## src/rtl/kvcr_pkg.sv

```systemverilog
`timescale 1ns/1ps
package kvcr_pkg;
  localparam int REG_AW = 8;
  localparam int REG_DW = 32;
  localparam int IDX_W  = REG_AW - 2;
  localparam int IRQ_W  = 3;
  localparam logic [REG_DW-1:0] VERSION_WORD = 32'h0002_0000;

  // word indices (byte offset / 4)
  localparam logic [IDX_W-1:0] IDX_CTRL   = 6'd0;
  localparam logic [IDX_W-1:0] IDX_STATUS = 6'd1;
  localparam logic [IDX_W-1:0] IDX_DIM    = 6'd2;
  localparam logic [IDX_W-1:0] IDX_TIER   = 6'd3;
  localparam logic [IDX_W-1:0] IDX_GROUP  = 6'd4;
  localparam logic [IDX_W-1:0] IDX_DEPTH  = 6'd5;
  localparam logic [IDX_W-1:0] IDX_CRK    = 6'd6;
  localparam logic [IDX_W-1:0] IDX_CRV    = 6'd7;
  localparam logic [IDX_W-1:0] IDX_VER    = 6'd8;
  localparam logic [IDX_W-1:0] IDX_OCC    = 6'd9;
  localparam logic [IDX_W-1:0] IDX_WADDR  = 6'd10;
  localparam logic [IDX_W-1:0] IDX_RADDR  = 6'd11;
  localparam logic [IDX_W-1:0] IDX_KVSEL  = 6'd12;
  localparam logic [IDX_W-1:0] IDX_IMASK  = 6'd13;
  localparam logic [IDX_W-1:0] IDX_ISTAT  = 6'd14;
  localparam logic [IDX_W-1:0] IDX_OUTK   = 6'd15;
  localparam logic [IDX_W-1:0] IDX_SDEPTH = 6'd16;
  localparam logic [IDX_W-1:0] IDX_RDEPTH = 6'd17;

  typedef struct packed {
    logic              wrEn;
    logic [IDX_W-1:0]  wrIdx;
    logic [REG_DW-1:0] wrData;
    logic [IDX_W-1:0]  rdIdx;
  } regStrobe_t;
endpackage

```

## src/rtl/kvcr_bus.sv

```systemverilog
`timescale 1ns/1ps
module kvcr_bus
  import kvcr_pkg::*;
(
  input  logic              clk,
  input  logic              rstN,
  input  logic              sAwValid,
  output logic              sAwReady,
  input  logic [REG_AW-1:0] sAwAddr,
  input  logic              sWValid,
  output logic              sWReady,
  input  logic [REG_DW-1:0] sWData,
  output logic              sBValid,
  input  logic              sBReady,
  input  logic              sArValid,
  output logic              sArReady,
  input  logic [REG_AW-1:0] sArAddr,
  output logic              sRValid,
  input  logic              sRReady,
  output logic [REG_DW-1:0] sRData,
  input  logic [REG_DW-1:0] rdWord,
  output regStrobe_t        stb
);
  logic bValidQ, rValidQ;
  logic [REG_DW-1:0] rDataQ;
  logic wrAccept, rdAccept;
  logic unusedAddrBits;

  assign wrAccept = sAwValid && sWValid && !bValidQ;
  assign rdAccept = sArValid && !rValidQ;
  assign sAwReady = wrAccept;
  assign sWReady  = wrAccept;
  assign sArReady = !rValidQ;
  assign sBValid  = bValidQ;
  assign sRValid  = rValidQ;
  assign sRData   = rDataQ;
  assign unusedAddrBits = ^{sAwAddr[1:0], sArAddr[1:0]};

  assign stb.wrEn   = wrAccept;
  assign stb.wrIdx  = sAwAddr[REG_AW-1:2];
  assign stb.wrData = sWData;
  assign stb.rdIdx  = sArAddr[REG_AW-1:2];

  always_ff @(posedge clk or negedge rstN) begin
    if (!rstN) begin
      bValidQ <= 1'b0;
      rValidQ <= 1'b0;
      rDataQ  <= '0;
    end else begin
      if (wrAccept)     bValidQ <= 1'b1;
      else if (sBReady) bValidQ <= 1'b0;
      if (rdAccept) begin
        rValidQ <= 1'b1;
        rDataQ  <= rdWord;
      end else if (sRReady) begin
        rValidQ <= 1'b0;
      end
    end
  end


  bHold_chk: assert property (@(posedge clk) disable iff (!rstN)
    sBValid && !sBReady |=> sBValid);

  rHold_chk: assert property (@(posedge clk) disable iff (!rstN)
    sRValid && !sRReady |=> sRValid && $stable(sRData));
endmodule

```

## src/rtl/kvcr_file.sv

```systemverilog
`timescale 1ns/1ps
module kvcr_file
  import kvcr_pkg::*;
#(
  parameter int HEAD_DIM   = 64,
  parameter int GROUP_SIZE = 128,
  parameter int DEPTH      = 256,
  parameter int TIER       = 2,
  parameter int OUTLIER_K  = 2,
  parameter logic [15:0] CR_K = 16'h03D0,
  parameter logic [15:0] CR_V = 16'h0380,
  localparam int OCC_W = $clog2(DEPTH + 1),
  localparam int WA_W  = (DEPTH > 1) ? $clog2(DEPTH) : 1
) (
  input  logic              clk,
  input  logic              rstN,
  input  regStrobe_t        stb,
  output logic [REG_DW-1:0] rdWord,
  input  logic              evWriteDone,
  input  logic              evReadDone,
  input  logic              evFull,
  input  logic              engineBusy,
  output logic              enableOut,
  output logic              softResetOut,
  output logic [WA_W-1:0]   writeAddrOut,
  output logic [WA_W-1:0]   readAddrOut,
  output logic              kvSelectOut,
  output logic              launchOut,
  output logic              irqOut
);
  logic              enableQ, softRstQ, kvSelQ, launchQ;
  logic [WA_W-1:0]   waddrQ, raddrQ;
  logic [IRQ_W-1:0]  maskQ, statQ, evVec, clrVec;
  logic [OCC_W-1:0]  occQ;
  logic              fullNow;
  logic              unusedData;

  function automatic logic wrHit(input logic [IDX_W-1:0] idx);
    return stb.wrEn && (stb.wrIdx == idx);
  endfunction

  assign evVec   = {evFull, evReadDone, evWriteDone};
  assign clrVec  = wrHit(IDX_ISTAT) ? stb.wrData[IRQ_W-1:0] : '0;
  assign fullNow = (occQ == OCC_W'(DEPTH));
  assign unusedData = ^stb.wrData;

  always_ff @(posedge clk or negedge rstN) begin
    if (!rstN) begin
      enableQ  <= 1'b0;
      softRstQ <= 1'b0;
      kvSelQ   <= 1'b0;
      launchQ  <= 1'b0;
      waddrQ   <= '0;
      raddrQ   <= '0;
      maskQ    <= '0;
      statQ    <= '0;
      occQ     <= '0;
    end else begin
      softRstQ <= wrHit(IDX_CTRL) && stb.wrData[0];
      launchQ  <= wrHit(IDX_RADDR);
      if (wrHit(IDX_CTRL))  enableQ <= stb.wrData[1];
      if (wrHit(IDX_KVSEL)) kvSelQ  <= stb.wrData[0];
      if (wrHit(IDX_IMASK)) maskQ   <= stb.wrData[IRQ_W-1:0];
      if (softRstQ) begin
        waddrQ <= '0;
        raddrQ <= '0;
        statQ  <= '0;
        occQ   <= '0;
      end else begin
        if (wrHit(IDX_WADDR)) waddrQ <= stb.wrData[WA_W-1:0];
        if (wrHit(IDX_RADDR)) raddrQ <= stb.wrData[WA_W-1:0];
        if (evWriteDone && !fullNow) occQ <= occQ + 1'b1;
        statQ <= (statQ & ~clrVec) | evVec;
      end
    end
  end

  always_comb begin
    rdWord = '0;
    case (stb.rdIdx)
      IDX_CTRL:   rdWord = {30'd0, enableQ, softRstQ};
      IDX_STATUS: rdWord = {30'd0, fullNow, !engineBusy};
      IDX_DIM:    rdWord = REG_DW'(HEAD_DIM);
      IDX_TIER:   rdWord = REG_DW'(TIER);
      IDX_GROUP:  rdWord = REG_DW'(GROUP_SIZE);
      IDX_DEPTH:  rdWord = REG_DW'(DEPTH);
      IDX_CRK:    rdWord = {16'd0, CR_K};
      IDX_CRV:    rdWord = {16'd0, CR_V};
      IDX_VER:    rdWord = VERSION_WORD;
      IDX_OCC:    rdWord = REG_DW'(occQ);
      IDX_WADDR:  rdWord = REG_DW'(waddrQ);
      IDX_RADDR:  rdWord = REG_DW'(raddrQ);
      IDX_KVSEL:  rdWord = {31'd0, kvSelQ};
      IDX_IMASK:  rdWord = REG_DW'(maskQ);
      IDX_ISTAT:  rdWord = REG_DW'(statQ);
      IDX_OUTK:   rdWord = REG_DW'(OUTLIER_K);
      IDX_SDEPTH: rdWord = REG_DW'(HEAD_DIM);
      IDX_RDEPTH: rdWord = REG_DW'(GROUP_SIZE);
      default:    rdWord = '0;
    endcase
  end

  assign enableOut    = enableQ;
  assign softResetOut = softRstQ;
  assign writeAddrOut = waddrQ;
  assign readAddrOut  = raddrQ;
  assign kvSelectOut  = kvSelQ;
  assign launchOut    = launchQ;
  assign irqOut       = |(statQ & maskQ);


  softSelfClear_chk: assert property (@(posedge clk) disable iff (!rstN)
    softRstQ |=> !softRstQ);

  softClear_chk: assert property (@(posedge clk) disable iff (!rstN)
    softRstQ |=> (occQ == '0) && (statQ == '0) && (waddrQ == '0));

  launchPulse_chk: assert property (@(posedge clk) disable iff (!rstN)
    launchQ |=> !launchQ);

  occBound_chk: assert property (@(posedge clk) disable iff (!rstN)
    occQ <= OCC_W'(DEPTH));

  doneSetWins_chk: assert property (@(posedge clk) disable iff (!rstN)
    evWriteDone && !softRstQ |=> statQ[0]);

  pendSource_chk: assert property (@(posedge clk) disable iff (!rstN)
    $rose(statQ[1]) |-> $past(evReadDone));
endmodule

```

## src/rtl/kv_codec_regs.sv

```systemverilog
`timescale 1ns/1ps
module kv_codec_regs
  import kvcr_pkg::*;
#(
  parameter int HEAD_DIM   = 64,
  parameter int GROUP_SIZE = 128,
  parameter int DEPTH      = 256,
  parameter int TIER       = 2,
  parameter int OUTLIER_K  = 2,
  parameter logic [15:0] CR_K = 16'h03D0,
  parameter logic [15:0] CR_V = 16'h0380,
  localparam int WA_W = (DEPTH > 1) ? $clog2(DEPTH) : 1
) (
  input  logic              clk,
  input  logic              rstN,
  input  logic              sAwValid,
  output logic              sAwReady,
  input  logic [REG_AW-1:0] sAwAddr,
  input  logic              sWValid,
  output logic              sWReady,
  input  logic [REG_DW-1:0] sWData,
  output logic              sBValid,
  input  logic              sBReady,
  output logic [1:0]        sBResp,
  input  logic              sArValid,
  output logic              sArReady,
  input  logic [REG_AW-1:0] sArAddr,
  output logic              sRValid,
  input  logic              sRReady,
  output logic [REG_DW-1:0] sRData,
  output logic [1:0]        sRResp,
  input  logic              evWriteDone,
  input  logic              evReadDone,
  input  logic              evFull,
  input  logic              engineBusy,
  output logic              enableOut,
  output logic              softResetOut,
  output logic [WA_W-1:0]   writeAddrOut,
  output logic [WA_W-1:0]   readAddrOut,
  output logic              kvSelectOut,
  output logic              launchOut,
  output logic              irqOut
);
  regStrobe_t        stb;
  logic [REG_DW-1:0] rdWord;

  assign sBResp = 2'b00;
  assign sRResp = 2'b00;

  kvcr_bus bus_i (
    .clk(clk), .rstN(rstN),
    .sAwValid(sAwValid), .sAwReady(sAwReady), .sAwAddr(sAwAddr),
    .sWValid(sWValid), .sWReady(sWReady), .sWData(sWData),
    .sBValid(sBValid), .sBReady(sBReady),
    .sArValid(sArValid), .sArReady(sArReady), .sArAddr(sArAddr),
    .sRValid(sRValid), .sRReady(sRReady), .sRData(sRData),
    .rdWord(rdWord), .stb(stb)
  );

  kvcr_file #(
    .HEAD_DIM(HEAD_DIM), .GROUP_SIZE(GROUP_SIZE), .DEPTH(DEPTH),
    .TIER(TIER), .OUTLIER_K(OUTLIER_K), .CR_K(CR_K), .CR_V(CR_V)
  ) file_i (
    .clk(clk), .rstN(rstN), .stb(stb), .rdWord(rdWord),
    .evWriteDone(evWriteDone), .evReadDone(evReadDone), .evFull(evFull),
    .engineBusy(engineBusy),
    .enableOut(enableOut), .softResetOut(softResetOut),
    .writeAddrOut(writeAddrOut), .readAddrOut(readAddrOut),
    .kvSelectOut(kvSelectOut), .launchOut(launchOut), .irqOut(irqOut)
  );
endmodule

```

## config.mk

```make
export PLATFORM = sky130hd
export DESIGN_NAME = kv_codec_regs
export DESIGN_NICKNAME = d
export VERILOG_FILES = /design/src/rtl/kvcr_pkg.sv /design/src/rtl/kvcr_bus.sv /design/src/rtl/kvcr_file.sv /design/src/rtl/kv_codec_regs.sv
export SDC_FILE = /design/constraint.sdc
export NUM_CORES = 1
export LEC_CHECK = 0
export BUFFER_PORTS_ARGS = -buffer_cell sky130_fd_sc_hd__buf_2
export CAP_MARGIN = 20
export CORE_AREA = 2 2 116 90
export CTS_CLUSTER_SIZE = 8
export DETAILED_ROUTE_END_ITERATION = 8
export DIE_AREA = 0 0 118 92
export PLACE_DENSITY = 0.6
export SETUP_SLACK_MARGIN = 0.2
export SLEW_MARGIN = 40
export SYNTH_ARGS = -nofsm -noshare
export SYNTH_HDL_FRONTEND = slang
export SYNTH_SLANG_ARGS = --single-unit
```

## constraint.sdc

```tcl
create_clock -name clk -period 3.85 [get_ports clk]
set_input_delay 0.5775 -clock clk [delete_from_list [all_inputs] [get_ports clk]]
set_output_delay 0.5775 -clock clk [all_outputs]
set_load 0.01 [all_outputs]
```

==> impl_results.md, run 1 <==
* Vias in the first global route at 2,153
* Hpwl dp at 5.37 mm
* Most area-hungry cell type in the Yosys netlist: dfrtp_1
* Post-placement cell area at 3190 sq um
* Final Hold Fails at 0
* Outcome: completed
* Clock Tree Buf Depth at 2
* Most frequent cells in the layout: buf_2, dfrtp_1, conb_1
* Via count at 2,216
* Hold Buf Count CTS at 0
* Core area at 9890 sq um
* Max Slew Vio Count at 0
* Die extent in y at 92 um
* Crit start category: flip-flop
* Setup slack, reg-to-reg at 1840 ps
* Post-layout util at 0.337
* DRT Pass-1 Iters at 4
* Setup Crit Path Kind: reg2reg
* Die area at 10,900 sq um
* Post-synth EDFFs at 0
* #FFs+latches synth at 48
* TritonCTS clock tree: built
* Top FF cell, synth: dfrtp_1
* Asr flop ratio synth at 1.00
* Dpl cells at 475
* Worst setup EP type: flip-flop
* First DRT Iteration DRCs at 118
* Post-CTS Resized at 0
* Fin Setup TNS at 0 ps
* Global-route wire length before repair at 11.7 mm
* Max H-tree Level at 2
* Worst EP required at 4020 ps
* Leakage power at 0.00167 uW
* Fmax at 498 MHz
* Drt wl/cell at 15.0 um
* CTS Buf Count at 5
* Mapped Area at 2870 sq um
* Worst R2R End: file_i.readAddrOut[3]
* Area share of the largest cell type after synthesis at 0.419
* CTS Root Cell: clkbuf_16
* IO Pins at 121
* Power Density at 417 nW/um^2
* Total track usage at 0.140
* Area growth, synth to finish at 16.4%
* Worst vdd ir at 0.142 mV
* Max FO, Critical Path at 9
* Setup Buffers After CTS at 0
* Post-synthesis sequential area ratio at 0.419
* Hold crit path type: in2async
* Syn Inst Count at 290
* Vias per cell at 4.59
* Worst-Margin Slew at 816 ps
* R2R depth at 4
* Drt total wl at 7.25 mm
* Slew headroom at 0.454
* Max_cap viols at 0
* Area contributors post-synth: dfrtp_1, mux2i_1, buf_4
* Chip Width at 118 um
* Initial core utilization at 0.290
* RSZ-0062 raised after global routing: false
* Distinct cells, synth at 57
* Critical Path AT at 2180 ps
* Initial antenna violation count at 0
* DRC Markers at 0
* Worst-skew pair later-pin latency at 290 ps
* Routability cong. at 0.819
* Synth Warn # at 0
* Post-Layout Cell Count at 483
* Final setup viols at 0
* Period Utilization, post-route at 0.522
* FF-to-FF Start: bus_i.sBValid
* Pwr Total at 1390 uW
* Worst-path clk slew at 70 ps
* Inserted Diodes at 0
* # nets final at 407
* Row count at 32
* Pin count of the biggest net entering global routing at 49
* Post-Synthesis Mean Instance Area at 9.88 sq um
* I/O Buffers at 67
* Post-route ant nets at 0
* Commonest non-fill, non-tap cell in the layout: buf_2
* Final Cell Area at 3340 sq um
* Ratio of cells with drive above 1 in the final layout at 0.265
* Fin Clk Skew at 4.49 ps
* Fin crit period at 2010 ps
* Grt total ovfl at 0
* Clock sink count at 48
-- worst max-delay path by stage --
stage,from,end,slack [ps],cells past startpoint
after global placement,sWValid,file_i.readAddrOut[4],1640,5
after CTS,bus_i.sBValid,file_i.readAddrOut[3],1820,4
final,bus_i.sBValid,file_i.readAddrOut[3],1840,4
after floorplan,sArAddr[3],bus_i.sRData[1],2080,5
after detailed placement,sAwAddr[7],file_i.readAddrOut[3],1590,5
after global routing,bus_i.sBValid,file_i.readAddrOut[2],1670,4
-- cell families after synthesis --
kind of cell    count (synthesis)  share of synthesized area
simple gates                   96                      0.201
buf+inv                        55                      0.115
compound gates                 50                      0.123
flops                          48                      0.419
mux                            30                      0.108
xor+xnor                        8                     0.0244
fa+ha+maj                       2                    0.00873
other cells                     1                    0.00131
-- cell usage after synthesis, types with 3 or more instances --
library cell / number
dfrtp_1: 48
buf_4: 27
mux2i_1: 23
nor2_1: 22
nand2b_1: 19
nand2_1: 15
inv_1: 12
a21oi_1: 9
o21ai_0: 9
mux2_2: 7
buf_2: 6
clkbuf_1: 6
nor2b_1: 6
a22oi_1: 5
nand3_1: 4
nor3_1: 4
xnor2_1: 4
xor2_1: 4
a22o_1: 3
and3_1: 3
nand4_1: 3
o21ai_2: 3
-- metal layers --
| metal | vias up | routed length, um | track usage |
|---|---|---|---|
| met3 | 7 | 439 | 0.0342 |
| met1 | 1060 | 3780 | 0.214 |
| met2 | 71 | 2930 | 0.188 |
| met4 | 0 | 101 | 0.0502 |
| met5 | - | 0 | 0 |
| li1 | 1078 | - | - |
-- critical path: stages (launching register included) --
cell and delay (ps):
dfrtp_1 390, and3b_1 360, nand4_1 690, mux2i_1 380, nor2_1 60
-- metrics by stage --
step	setup WS, ps	hold slack (ps)
2_1_floorplan	2080	282
3_3_place_gp	1640	459
5_1_grt	1670	347
6_report	1840	287
4_1_cts	1820	332
3_5_place_dp	1590	465
-- final cells by class --
| type | count | area, sq um |
|---|---|---|
| multi-input cells | 211 | 1430 |
| clock inverters | 1 | 7.51 |
| fillers | 1050 | 6550 |
| clock buffers | 7 | 143 |
| repair buffers | 68 | 345 |
| well taps | 136 | 170 |
| inverters | 12 | 45.0 |
| flip-flops and latches | 48 | 1200 |
-- sequential cells by signal, indices dropped and copies added, names as in the netlist --
register / cells
file_i.writeAddrOut: 8
bus_i.sRData: 11
file_i.readAddrOut: 8
file_i.launchOut: 1
file_i.occQ: 9
file_i.kvSelectOut: 1
bus_i.sBValid: 1
file_i.maskQ: 3
file_i.softResetOut: 1
file_i.enableOut: 1
bus_i.sRValid: 1
file_i.statQ: 3
-- report_power, final --
group | switching [uW] | internal [uW] | total (uW)
Sequential | 79.6 | 571 | 651
Clock | 193 | 259 | 452
Combinational | 165 | 123 | 288
No activity file was read; power rests on OpenSTA's default activity.
==> run 2, diff against run 1 <==
clock period = 1.86 ns   (was 3.85 ns; I/O delays follow)
==> run 2 against run 1 <==
Design area increased by 6.7%. Worst hold slack worse by 120 ps. Combinational power grew to 2.7 times the previous value. Sequential power is 100% higher. Critical path depth grew 2. Clock-buffer cell count fell by 1. Core utilization is 2.3 points higher. Wire length rose by 7.2%. Total power rose by 130%. Die area stayed put. Final cell count rose by 4.6%. Sequential cell count unchanged. Critical path type unchanged. Largest power group unchanged.
==> impl_results.md, run 2 (synthesis gave the netlist of run 1 again) <==
* Outcome: completed
* Clock Tree Buf Depth at 2 (unchanged)
* CP top delay family: simple AND/OR/NAND/NOR gates
* Worst vdd ir at 0.292 mV (+110%)
* Post-Layout Cell Count at 505 (+4.6%)
* Fin Setup TNS at 0 ps (unchanged)
* Commonest non-fill, non-tap cell in the layout: buf_2
* Power Density at 882 nW/um^2 (+110%)
* DRT Pass-1 Iters at 5 (+1)
* Fin crit period at 1680 ps (-327 ps)
* CP peak stage delay at 490 ps (-200 ps)
* Worst EP required at 2030 ps (-1990 ps)
* I/O Buffers at 67 (unchanged)
* Fin Clk Skew at 4.52 ps (+0.0289 ps)
* Post-placement cell area at 3320 sq um (+4.3%)
* Total track usage at 0.150 (+0.0104)
* DRC Markers at 0 (unchanged)
* Dpl cells at 492 (+3.6%)
* Chip Width at 118 um (unchanged)
* Initial core utilization at 0.290 (unchanged)
* Final WS setup at 178 ps (-1660 ps)
* Ratio of cells with drive above 1 in the final layout at 0.322 (+0.0574)
* Final setup viols at 0 (unchanged)
* Max FO, Critical Path at 3 (-6)
* Worst-skew pair later-pin latency at 300 ps (about the same)
* CTS Root Cell: clkbuf_16
* Die extent in y at 92 um (unchanged)
* Drt total wl at 7.78 mm (+7.2%)
* Worst setup EP type: flip-flop
* Vias per cell at 4.69 (+2.2%)
* Pin count of the biggest net entering global routing at 28 (-43%)
* Critical Path AT at 1850 ps (-330 ps)
* TritonCTS clock tree: built
* Hold slack at 169 ps (-118 ps)
* Cells along the critical path: inv_2 > ha_4 > or4b_4 > o211ai_1 > xor2_1 > nor2_1
* DP Worst Slack at 121 ps (-1470 ps)
* Via count at 2,368 (+6.9%)
* Area growth, synth to finish at 24.2%
* Initial antenna violation count at 0 (unchanged)
* Final Hold Fails at 0 (unchanged)
* Grt total ovfl at 0 (unchanged)
* Final Cell Area at 3560 sq um (+6.7%)
* Crit start category: flip-flop
* Setup Crit Path Kind: reg2reg
* CTS Buf Count at 5 (unchanged)
* Critical path buffers and inverters at 1 (+1)
* Max H-tree Level at 2 (unchanged)
* CP max-delay cell: or4b_4
* Core area at 9890 sq um (unchanged)
* Post-route ant nets at 0 (unchanged)
* Worst-Margin Slew at 527 ps (-289 ps)
* Hold crit path type: in2reg
* Max Slew Vio Count at 0 (unchanged)
* # nets final at 429 (+5.4%)
* Global-route wire length before repair at 12.6 mm (+7.6%)
* Clock sink count at 48 (unchanged)
* Max reg flops at 11 (unchanged)
* Max_cap viols at 0 (unchanged)
* Drt wl/cell at 15.4 um (+2.6%)
* Most frequent cells in the layout: buf_2, dfrtp_1, conb_1
* Slew headroom at 0.644 (+0.189)
* Routability cong. at 0.847 (+3.4%)
* Fmax at 594 MHz (+19%)
* Hpwl dp at 5.93 mm (+10%)
* RSZ-0062 raised after global routing: true
* First DRT Iteration DRCs at 223 (+89%)
* Row count at 32 (unchanged)
* Inserted Diodes at 0 (unchanged)
* Vias in the first global route at 2,348 (+9.1%)
* Worst-path clk slew at 70 ps (about the same)
* Leakage power at 0.00179 uW (+7.3%)
* Die area at 10,900 sq um (unchanged)
* IO Pins at 121 (unchanged)
* Period Utilization, post-route at 0.904 (+0.382)
==> run 2: layout make-up <==
cell class	instances	area [sq um]
Fill cell	1029	6330
Multi-Input combinational cell	211	1460
Sequential cell	48	1200
Timing Repair Buffer	90	523
Tap cell	136	170
Clock buffer	6	129
Inverter	12	45.0
Clock inverter	2	35.0
==> run 2: power by group <==
part	internal (uW)	switching, uW	total [uW]
Combinational	357	425	782
Sequential	1180	137	1320
Clock	633	404	1040
==> run 2: per-stage QoR <==
stage | power [uW] | util
floorplan | 1760 | -
global placement | 1990 | 0.336
detailed placement | 2020 | 0.336
CTS | 3170 | 0.359
global route | 3320 | 0.360
finish | 3140 | 0.360
==> run 2: worst reg2reg max path, cell delays in order, from the launching register on <==
cell and delay [ps]:
dfrtp_1 390, inv_2 80, ha_4 110, or4b_4 490, o211ai_1 240, xor2_1 190, nor2_1 50
==> run 2: path summary, 6_finish.rpt <==
check	start	end	slack (ps)	cells past startpoint
max	file_i.occQ[1]	file_i.occQ[2]	180	6
max in group asynchronous	rstN	file_i.softResetOut	820	3
min reg2reg	bus_i.sRData[9]	bus_i.sRData[9]	470	2
min	sRReady	bus_i.sRValid	170	2
max reg2reg	file_i.occQ[1]	file_i.occQ[2]	180	6
min in group asynchronous	rstN	bus_i.sRData[2]	500	2
==> run 2: timing repair <==
| action | 4_1_cts | 5_1_grt |
|---|---|---|
| pin swaps | 4 | 0 |
| resized for setup | 6 | 2 |
| hold buffers | 1 | 0 |
| buffers inserted | 4 | 0 |
| endpoints found under the setup margin | 4 | 5 |
| endpoints found under the hold margin | 21 | 0 |
==> run 2: layer usage <==
layer / vias up / wire length, um / GRT usage
met5: - / 0 / 0
met4: 0 / 126 / 0.0552
met3: 10 / 549 / 0.0342
met2: 85 / 3290 / 0.217
met1: 1147 / 3810 / 0.218
li1: 1126 / - / -
